<file path="src/rtl/poll_upload_pkg.sv">
package poll_upload_pkg;
  localparam logic [7:0] DATA_POLL = 8'h5a;
  localparam logic [7:0] DATA_ACK  = 8'hc3;
  localparam logic [7:0] PF_POLL   = 8'ha5;
  localparam logic [7:0] PF_ACK    = 8'h9b;

  typedef enum logic [2:0] {
    SRC_DATA_POLL,
    SRC_PF_POLL,
    SRC_COUNT,
    SRC_MASK,
    SRC_CODE
  } txSrc_e;

  typedef struct packed {
    logic   takeCode;
    logic   loadTx;
    txSrc_e txSrc;
    logic   clearBuf;
  } dpCtl_t;
endpackage

</file>
<file path="src/rtl/poll_upload_dp.sv">
module poll_upload_dp
  import poll_upload_pkg::*;
#(
  parameter int DEPTH = 8,
  parameter int CNT_W = $clog2(DEPTH + 1)
) (
  input  logic             clk,
  input  logic             rstN,
  input  dpCtl_t           ctl,
  input  logic [CNT_W-1:0] codeIdx,
  input  logic [7:0]       codeByte,
  input  logic             codeIsFunc,
  input  logic             txReady,
  output logic [CNT_W-1:0] fillCnt,
  output logic             txValid,
  output logic [7:0]       txByte
);
  logic [7:0]       codeMem [DEPTH];
  logic [DEPTH-1:0] funcMask;
  logic [7:0]       maskByte;
  logic [7:0]       nextByte;
  logic             hasRoom;

  assign hasRoom = fillCnt < CNT_W'(DEPTH);

  // Mask byte: one bit per slot, zero above DEPTH
  for (genvar i = 0; i < 8; i++) begin : g_mask
    if (i < DEPTH) begin : g_used
      assign maskByte[i] = funcMask[i];
    end else begin : g_pad
      assign maskByte[i] = 1'b0;
    end
  end

  always_ff @(posedge clk) begin
    if (ctl.takeCode && hasRoom) codeMem[fillCnt] <= codeByte;
  end

  always_ff @(posedge clk or negedge rstN) begin
    if (!rstN) begin
      fillCnt  <= '0;
      funcMask <= '0;
    end else if (ctl.clearBuf) begin
      fillCnt  <= '0;
      funcMask <= '0;
    end else if (ctl.takeCode && hasRoom) begin
      funcMask[fillCnt] <= codeIsFunc;
      fillCnt           <= fillCnt + CNT_W'(1);
    end
  end

  always_comb begin
    unique case (ctl.txSrc)
      SRC_DATA_POLL: nextByte = DATA_POLL;
      SRC_PF_POLL:   nextByte = PF_POLL;
      SRC_COUNT:     nextByte = 8'(fillCnt) + 8'd1;
      SRC_MASK:      nextByte = maskByte;
      SRC_CODE:      nextByte = codeMem[codeIdx];
      default:       nextByte = 8'h00;
    endcase
  end

  always_ff @(posedge clk or negedge rstN) begin
    if (!rstN) begin
      txValid <= 1'b0;
      txByte  <= 8'h00;
    end else if (ctl.loadTx) begin
      txValid <= 1'b1;
      txByte  <= nextByte;
    end else if (txReady) begin
      txValid <= 1'b0;
    end
  end
endmodule

</file>
<file path="src/rtl/poll_upload_ctl.sv">
module poll_upload_ctl
  import poll_upload_pkg::*;
#(
  parameter int DEPTH  = 8,
  parameter int CNT_W  = $clog2(DEPTH + 1),
  parameter int ITEM_W = $clog2(DEPTH + 2)
) (
  input  logic             clk,
  input  logic             rstN,
  input  logic             secTick,
  input  logic             lineStart,
  input  logic             lineDone,
  input  logic             powerFail,
  input  logic             codeValid,
  input  logic             hostValid,
  input  logic [7:0]       hostByte,
  input  logic             txValid,
  input  logic [CNT_W-1:0] fillCnt,
  output dpCtl_t           ctl,
  output logic [CNT_W-1:0] codeIdx,
  output logic             codeReady,
  output logic             ring
);
  typedef enum logic {ST_IDLE, ST_UPLOAD} state_e;

  state_e            state;
  logic [ITEM_W-1:0] itemIdx;
  logic              dataPend;
  logic              pfPend;
  logic              ackData;
  logic              ackPf;
  logic              startUpl;
  logic              lastItem;
  logic              uplStep;

  assign ackData   = hostValid && (hostByte == DATA_ACK);
  assign ackPf     = hostValid && (hostByte == PF_ACK);
  assign startUpl  = (state == ST_IDLE) && ackData && dataPend;
  assign codeReady = (state == ST_IDLE);
  assign uplStep   = (state == ST_UPLOAD) && !txValid;
  assign lastItem  = itemIdx == (ITEM_W'(fillCnt) + ITEM_W'(1));

  always_comb begin
    ctl          = '0;
    ctl.txSrc    = SRC_DATA_POLL;
    ctl.takeCode = codeValid && codeReady;
    codeIdx      = CNT_W'(itemIdx - ITEM_W'(2));
    if (uplStep) begin
      ctl.loadTx   = 1'b1;
      ctl.clearBuf = lastItem;
      if (itemIdx == '0)                ctl.txSrc = SRC_COUNT;
      else if (itemIdx == ITEM_W'(1))   ctl.txSrc = SRC_MASK;
      else                              ctl.txSrc = SRC_CODE;
    end else if ((state == ST_IDLE) && secTick && !txValid && !startUpl) begin
      if (pfPend) begin
        ctl.loadTx = 1'b1;
        ctl.txSrc  = SRC_PF_POLL;
      end else if (dataPend) begin
        ctl.loadTx = 1'b1;
        ctl.txSrc  = SRC_DATA_POLL;
      end
    end
  end

  always_ff @(posedge clk or negedge rstN) begin
    if (!rstN) begin
      state    <= ST_IDLE;
      itemIdx  <= '0;
      dataPend <= 1'b0;
      pfPend   <= 1'b0;
      ring     <= 1'b0;
    end else begin
      if (lineStart)    ring <= 1'b1;
      else if (ackData) ring <= 1'b0;

      if (lineDone)      dataPend <= 1'b1;
      else if (startUpl) dataPend <= 1'b0;

      if (powerFail)  pfPend <= 1'b1;
      else if (ackPf) pfPend <= 1'b0;

      if (startUpl) begin
        state   <= ST_UPLOAD;
        itemIdx <= '0;
      end else if (uplStep) begin
        if (lastItem) state <= ST_IDLE;
        else          itemIdx <= itemIdx + ITEM_W'(1);
      end
    end
  end
endmodule

</file>
<file path="src/rtl/poll_upload_ctrl.sv">
module poll_upload_ctrl
  import poll_upload_pkg::*;
#(
  parameter int DEPTH = 8
) (
  input  logic       clk,
  input  logic       rstN,
  input  logic       secTick,
  input  logic       lineStart,
  input  logic       codeValid,
  input  logic [7:0] codeByte,
  input  logic       codeIsFunc,
  output logic       codeReady,
  input  logic       lineDone,
  input  logic       powerFail,
  input  logic       hostValid,
  input  logic [7:0] hostByte,
  output logic       txValid,
  output logic [7:0] txByte,
  input  logic       txReady,
  output logic       ring
);
  localparam int CNT_W = $clog2(DEPTH + 1);

  dpCtl_t           ctl;
  logic [CNT_W-1:0] codeIdx;
  logic [CNT_W-1:0] fillCnt;

  poll_upload_ctl #(.DEPTH(DEPTH)) u_ctl (
    .clk(clk), .rstN(rstN), .secTick(secTick), .lineStart(lineStart),
    .lineDone(lineDone), .powerFail(powerFail), .codeValid(codeValid),
    .hostValid(hostValid), .hostByte(hostByte), .txValid(txValid),
    .fillCnt(fillCnt), .ctl(ctl), .codeIdx(codeIdx),
    .codeReady(codeReady), .ring(ring)
  );

  poll_upload_dp #(.DEPTH(DEPTH)) u_dp (
    .clk(clk), .rstN(rstN), .ctl(ctl), .codeIdx(codeIdx),
    .codeByte(codeByte), .codeIsFunc(codeIsFunc), .txReady(txReady),
    .fillCnt(fillCnt), .txValid(txValid), .txByte(txByte)
  );
endmodule

</file>
<file path="config.mk">
export PLATFORM = sky130hd
export DESIGN_NAME = poll_upload_ctrl
export DESIGN_NICKNAME = d
export VERILOG_FILES = /design/src/rtl/poll_upload_pkg.sv /design/src/rtl/poll_upload_dp.sv /design/src/rtl/poll_upload_ctl.sv /design/src/rtl/poll_upload_ctrl.sv
export SDC_FILE = /design/constraint.sdc
export NUM_CORES = 1
export LEC_CHECK = 0
export CORE_UTILIZATION = 57
export CTS_CLUSTER_DIAMETER = 60
export CTS_CLUSTER_SIZE = 20
export DETAILED_ROUTE_END_ITERATION = 8
export PLACE_DENSITY_LB_ADDON = 0.1
export SLEW_MARGIN = 20
export SYNTH_ARGS = -nofsm -noshare
export SYNTH_HDL_FRONTEND = slang
export SYNTH_SLANG_ARGS = --single-unit
</file>
<file path="constraint.sdc">
create_clock -name clk -period 3.23 [get_ports clk]
set_input_delay 0.646 -clock clk [delete_from_list [all_inputs] [get_ports clk]]
set_output_delay 0.646 -clock clk [all_outputs]
set_load 0.05 [all_outputs]
</file>
# --- Word level (Yosys, flattened, before mapping) ---
# Memory sizes are Yosys's and may differ from the RTL's.
# Cells that the tools add are included.
classes:
  add_sub_neg: 4
  n_lt_le_gt_ge: 3
  n_eq_ne: 9
  muxes: 31
  bitwise_logic: 1
  n_reduce_logical: 24
op_table:
  columns: ["operator", "count"]
  rows:
  - ["$pmux 8 s5", 1]
  - ["$mux 4", 9]
  - ["$eq 8x8->1 const B", 2]
  - ["$mux 8", 2]
  - ["$mux 1", 15]
  - ["$reduce_bool 2->1", 7]
  - ["$logic_and 1x1->1", 11]
  - ["$add 4x1->4 const B", 2]
  - ["$bwmux 8", 1]
  - ["$lt 4x4->1 const B", 2]
  - ["$eq 3x2->1 const B", 2]
  - ["$mux 3", 2]
  - ["$add 4x1->5 const B", 1]
  - ["$eq 4x1->1 const B", 1]
  - ["$eq 4x4->1", 1]
  - ["$ge 4x1->1 const B", 1]
  - ["$logic_not 4->1", 1]
  - ["$reduce_and 2->1", 2]
  - ["$demux 1 s3", 1]
  - ["$eq 3x1->1 const B", 1]
  - ["$eq 3x3->1 const B", 1]
  - ["$logic_not 3->1", 1]
  - ["$sub 3x2->3 const B", 1]
  - ["$logic_not 1->1", 2]
  - ["other kinds (2)", 2]
word_totals:
  reg_bits: 29
  ramBits: 64
  in_bits: 26
  output_inout_bits: 11
  memories: 1
memory_table:
  columns: ["memory", "depth", "word_bits", "rd", "rd_ports_with_merged_regs", "write_ports", "line_no", "source"]
  rows:
  - ["u_dp.codeMem", 8, 8, 1, 0, 1, "poll_upload_dp.sv:18", "logic [7:0] codeMem [DEPTH];"]

# --- Depth between registers and ports, before layout ---
# Gate-level depths: netlist (run 1).
depth:
  depth_word: 10
  depth_mapped: 10

# --- Cells and area by module ---
# A second synthesis (run 1) with hierarchy kept.
unflattened:
  hier_cells: 313
  area_unflattened_um2: 4231.6
by_module_without_submodules:
  columns: ["module", "instances", "cells_each", "area_per_inst_um2"]
  rows:
  - ["poll_upload_dp", 1, 239, 3573.4]
  - ["poll_upload_ctl", 1, 74, 658.1]

# --- Worst setup path before layout (run 1) ---
# No wires, ideal clock.
synth_timing:
  kind: "register -> register"
  startpoint: "register u_ctl.itemIdx[1]"
  endpoint: "register u_dp.txByte[0]"
  setup_ps: 82
  arrival_ps: 2207
  required_ps: 3148
  path_slack_ps: 941
  path_stages_with_launch: 10
  path_cell_list: "dfrtp_1 buf_4 buf_2 buf_2 inv_1 ha_1 nor2_1 o21ai_1 or4_1 a31oi_1"
synth_via:
  elab_chain_cells: 6
  word_cells_on_any_way: 13
synth_rtl:
  columns: ["item", "line_no", "source"]
  rows:
  - ["from (decl)", "poll_upload_ctl.sv:27", "logic [ITEM_W-1:0] itemIdx;"]
  - ["from (signal assigned)", "poll_upload_ctl.sv:87", "else itemIdx <= itemIdx + ITEM_W'(1);"]
  - ["parallel branches: the longest is 5 deep, another holds $mem_v2 8x8", null, null]
  - ["$pmux 8 s5 (*)", "poll_upload_dp.sv:53", "unique case (ctl.txSrc)"]
  - ["to (signal assigned)", "poll_upload_dp.sv:69", "txByte <= nextByte;"]
  - ["to (decl)", "poll_upload_dp.sv:16", "output logic [7:0] txByte"]
# Mark *: on every way between the ends.
# A chain may end at the register's enable or synchronous reset.

# --- Worst setup path after layout (run 1) ---
layout_timing:
  startpoint: "register u_ctl.state"
  endpoint: "output codeReady"
layout_via:
  elab_chain_cells: 1
layout_rtl:
  columns: ["item", "line_no", "source"]
  rows:
  - ["from (decl)", "poll_upload_ctl.sv:26", "state_e state;"]
  - ["from (signal assigned)", "poll_upload_ctl.sv:67", "state <= ST_IDLE;"]
  - ["from (signal assigned)", "poll_upload_ctl.sv:83", "state <= ST_UPLOAD;"]
  - ["from (signal assigned)", "poll_upload_ctl.sv:86", "if (lastItem) state <= ST_IDLE;"]
  - ["$not 1->1", "poll_upload_ctl.sv:39", "assign codeReady = (state == ST_IDLE);"]
  - ["to (decl)", "poll_upload_ctrl.sv:13", "output logic codeReady,"]
# Every way passes these cells.

==> qor.yml, run 1 <==
outcome: "finished clean"
synth_warnings: 0
cts-root-buf: "clkbuf_8"
num_antenna_cells: 0
synthTopCellsByCount: "64 x edfxtp_1, 29 x dfrtp_1, 19 x nor2_1"
grt_max_degree: 38
synth_async_sr_flop_share_pct: 31.2
synth.top_cell.area_share_pct: 46.4
drt_iter0_drc: 236
clockBufferDepth: 2
hold_path_class: "reg2reg"
num_io_pins: 37
cp.required_ns: 2.58
die_w_um: 87.2
max_cap_viol_count: 0
synth_edf_count: 64
grt_usage_pct: 24.8
clk_pin_slew_worst_paths_ns: 0.10
reg2reg_to: "u_dp.txByte[6]"
cts_tree: "yes"
cts_buffers: 9
worstSetupEndpoint: "codeReady"
synth-main-ff-cell: "edfxtp_1"
vias: 2558
post-cts-setup-buffers: 0
leakage_nw: 1.71
fin_crit_sh_pct: 76.4
vias_per_cell: 5.81
post-route-min-period_ns: 2.47
syn-cell-area_sq_mm: 0.00414
r2r_start: "u_ctl.itemIdx[1]"
critPathCaptureType: "output pin"
die_y_um: 87.2
setup_violations: 0
num_rows: 30
drive_above_1_share_pct: 14.8
synth.area.top_cells: "edfxtp_1 46%, dfrtp_1 18%, mux4_2 3.3%, mux2i_1 2.7%, mux2_2 2.4%"
clock-sinks: 93
grt_pass1_wl_mm: 13.2
drc: 0
firstDrtPassIters: 5
r2r_slack_ns: 1.00
io_buffers: 36
clock.fmax_mhz: 405
peakVddDrop_uv: 514
fin_skew_ns: 0.00894
synthCells: 295
critPathLaunchType: "register"
postRouteAntennaNets: 0
ys_ff_latch: 93
grt_overflow: 0
gp_congestion: 0.846
tightestPinTransition_ns: 0.747
antenna_found_initial: 0
drv_slew: 0
relSlewSlack_pct: 49.8
dpl-instance-area_sq_mm: 0.00462
synth_cell_types: 53
crit_type: "reg2out"
avgSynthCellArea_sq_um: 14.0
htree_levels: 3
reg2regPathDepth: 4
tns_ns: 0
hold_violations: 0
syn_to_final_growth_pct: 16.4
yosys.area.top_type: "edfxtp_1"
final_area_sq_mm: 0.00481
clk-insertion-delay-late_ns: 0.35
initial_core_util_pct: 59.9
rsz0062_at_grt: "false"
routedWlPerCell_um: 19.5
yosysMostFrequentCell: "edfxtp_1"
worstSetupStartpoint: "u_ctl.state"
dp_hpwl_mm: 5.91
cts_resized: 0
fin_nets: 371
cts.hold.buffers_added: 0
grt_pass1_vias: 2535
seq_area_frac_synth_pct: 64.0
core-area_sq_mm: 0.00691
path_max_fanout: 10
die_area_sq_mm: 0.00760
cp.arrival_ns: 1.82
p_per_area_mw_per_mm2: 780
postRouteWirelength_mm: 8.58
syn-num-nets: 327
through the flow:
stage / hold WS [ns] / worst slack [ns] / cells / total power, mW / utilization [%]
after global placement: 0.459 / 0.639 / 424 / 3.01 / 66.9
after global routing: 0.524 / 0.663 / 440 / 3.94 / 69.7
after CTS: 0.488 / 0.734 / 440 / 3.78 / 69.7
after floorplan: 0.350 / 0.941 / 295 / 2.64 / -
final: 0.483 / 0.762 / 440 / 3.75 / 69.7
after detailed placement: 0.464 / 0.579 / 424 / 3.04 / 66.9
area by class of cell:
| type | count | area, sq um |
|---|---|---|
| well taps | 96 | 120 |
| repair buffers | 47 | 443 |
| clock buffers | 9 | 124 |
| clock inverters | 7 | 70.1 |
| fillers | 523 | 2090 |
| inverters | 9 | 33.8 |
| multi-input cells | 179 | 1380 |
| flip-flops and latches | 93 | 2650 |
layout by cell type, fill, tap and decap left out, types with 7 or more instances in the layout:
cell type and n:
inv_1 9, mux2i_1 11, clkdlybuf4s50_1 36, dfrtp_1 29, nand2_1 15, edfxtp_1 64, clkbuf_8 9, mux2_2 9
nor2_1 19, buf_4 11, nand2b_1 7, nor2b_1 15, a21oi_1 12
critical path, cell delays in order (launching register included):
cell	delay, ns
dfrtp_1	0.49
inv_1	0.16
clkdlybuf4s50_1	0.82
layer usage:
layer  GRT usage [%]  part of all wire, %  vias up  routed length (um)
li1                -                    -     1206                   -
met1            34.1                   43     1242                3720
met2            40.2                   48      104                4140
met3            4.36                  7.6        6                 651
met4            8.64                 0.91        0                  78
met5               0                    0        -                   0
worst min path at each step:
stage / startpoint / slack (ns) / endpoint / cells past startpoint
finish: u_ctl.ring / 0.48 / u_ctl.ring / 1
global route: u_ctl.ring / 0.52 / u_ctl.ring / 1
CTS: u_ctl.ring / 0.49 / u_ctl.ring / 1
detailed placement: u_ctl.ring / 0.46 / u_ctl.ring / 1
global placement: u_ctl.ring / 0.46 / u_ctl.ring / 1
floorplan: rstN / 0.35 / u_ctl.dataPend / 0
flip-flops by register name, indices dropped and copies added, names as in the netlist:
signal	flops
u_ctl.itemIdx	4
u_ctl.dataPend	1
u_ctl.ring	1
u_dp.codeMem	64
u_dp.fillCnt	4
u_dp.txByte	8
u_ctl.state	1
u_dp.funcMask	8
u_ctl.pfPend	1
u_dp.txValid	1
power by group:
group | internal (mW) | leakage (nW) | total [mW] | switching (mW)
clock network | 0.298 | 0.0947 | 0.734 | 0.436
logic | 0.583 | 0.691 | 1.46 | 0.873
registers | 1.41 | 0.927 | 1.56 | 0.151
cell families after synthesis:
| kind of cell | Yosys count | synth area share (%) |
|---|---|---|
| AO/OA/AOI/OAI | 54 | 9.28 |
| XOR/XNOR | 6 | 1.60 |
| adder cells (fa/ha/maj) | 6 | 1.81 |
| buffers and inverters | 23 | 2.75 |
| flip-flops | 93 | 64.0 |
| multiplexers | 27 | 8.65 |
| AND/OR/NAND/NOR | 86 | 11.9 |
Note: power is estimated with default switching activity, not from simulation.
==> run 2: changes to the inputs <==
clock period = 2.49 ns   (was 3.23 ns; I/O delays follow)
==> qor.yml, run 2 (synthesized netlist as in run 1, its figures left out) <==
outcome: "finished clean"
die_y_um: 87.2
initial_core_util_pct: 59.9
cts_buffers: 9
slowest_stage: "clkdlybuf4s50_1"
cp.arrival_ns: 1.82
crit_buf_inv: 2
drc: 0
tns_ns: 0
fin_crit_sh_pct: 93.2
leakage_nw: 1.73
setup_violations: 0
cts.hold.buffers_added: 0
reg_top3: "u_dp.codeMem x64, u_dp.funcMask x8, u_dp.txByte x8"
htree_levels: 3
critPathLaunchType: "register"
tightestPinTransition_ns: 0.579
max_cap_viol_count: 0
wl_met2_mm: 4.15
cts-root-buf: "clkbuf_8"
topRoutingLayerUsed: "met4"
drive_above_1_share_pct: 15.8
cts_tree: "yes"
grt_overflow: 0
drv_slew: 0
p_total_mw: 4.89
grt_pass1_vias: 2640
num_rows: 30
dr_wl_met3_um: 533
dpl-instance-area_sq_mm: 0.00466
clockBufferDepth: 2
grt_max_degree: 31
die_w_um: 87.2
path_max_fanout: 10
post-cts-setup-buffers: 0
post-route-min-period_ns: 2.32
num_io_pins: 37
cts_resized: 0
largest_reg_flops: 64
worst_slack_ns: 0.169
critPathMaxStageDelay_ns: 0.82
clk_pin_slew_worst_paths_ns: 0.09
cp.required_ns: 1.99
largest_register: "u_dp.codeMem"
syn_to_final_growth_pct: 16.9
place_ws_ns: 0.164
hold_path_class: "reg2reg"
rsz0062_at_grt: "false"
firstDrtPassIters: 4
hold_violations: 0
critPathCaptureType: "output pin"
path_cells: "inv_1 -> clkdlybuf4s50_1"
p_per_area_mw_per_mm2: 1010
postRouteWirelength_mm: 8.55
core-area_sq_mm: 0.00691
final_area_sq_mm: 0.00484
dp_hpwl_mm: 6.07
die_area_sq_mm: 0.00760
grt_usage_pct: 24.4
vias_per_cell: 5.91
relSlewSlack_pct: 61.3
clk-insertion-delay-late_ns: 0.36
clock.fmax_mhz: 431
clock-sinks: 93
io_buffers: 36
whs_ns: 0.481
wl_met1_mm: 3.76
vias: 2628
final_common_cell: "edfxtp_1"
crit_family: "buffers and inverters"
grt_pass1_wl_mm: 13.2
antenna_found_initial: 0
peakVddDrop_uv: 610
routedWlPerCell_um: 19.2
layout_common_cells: "64 x edfxtp_1, 36 x clkdlybuf4s50_1, 29 x dfrtp_1"
postRouteAntennaNets: 0
num_antenna_cells: 0
crit_type: "reg2out"
gp_congestion: 0.851
drt_iter0_drc: 209
fin_skew_ns: 0.0154
fin_nets: 376
-- run 2: cell count changes in the layout (fill, tap and decap cells not counted) --
cell / change
clkinv_8: -1
buf_4: +5
clkinv_2: +1
clkinv_4: -3
clkinv_1: +1
inv_6: +2
-- run 2: cell type report --
type,count,area (sq um)
Clock buffer,9,124
Tap cell,96,120
Fill cell,511,2070
Multi-Input combinational cell,179,1380
Sequential cell,93,2650
Clock inverter,7,53.8
Inverter,9,33.8
Timing Repair Buffer,52,480
-- run 2: path summary, 6_finish.rpt --
path / from / end / slack, ns / cells past startpoint
hold / removal: u_ctl.ring / u_ctl.ring / 0.48 / 1
setup reg to reg: u_dp.fillCnt[1] / u_ctl.state / 0.32 / 8
max in group asynchronous: rstN / u_dp.txByte[6] / 1.67 / 2
setup / recovery: u_ctl.state / codeReady / 0.17 / 2
hold reg to reg: u_ctl.ring / u_ctl.ring / 0.48 / 1
min in group asynchronous: rstN / u_ctl.itemIdx[2] / 0.52 / 2
-- run 2: routing by layer --
layer,vias up,global-route usage [%]
met2,90,39.7
met1,1303,33.3
met3,8,5.50
met4,0,7.30
met5,-,0
li1,1227,-
-- run 2: worst reg2reg max path: cells and delay by family (launching register included) --
kind,cells,cell delay (ns)
AND/OR/NAND/NOR,4,0.67
flip-flops,1,0.53
adder cells (fa/ha/maj),1,0.28
buffers and inverters,1,0.24
XOR/XNOR,1,0.22
AO/OA/AOI/OAI,1,0.10
-- run 2: power by group --
| part | internal, mW | switching [mW] | leakage [nW] |
|---|---|---|---|
| clock network | 0.375 | 0.549 | 0.0900 |
| logic | 0.794 | 1.14 | 0.715 |
| registers | 1.83 | 0.194 | 0.927 |
-- run 2: through the flow --
stage / std cells / util [%]
5_1_grt: 445 / 70.0
3_5_place_dp: 429 / 67.4
3_3_place_gp: 429 / 67.4
4_1_cts: 445 / 70.0
6_report: 445 / 70.0
2_1_floorplan: 295 / -
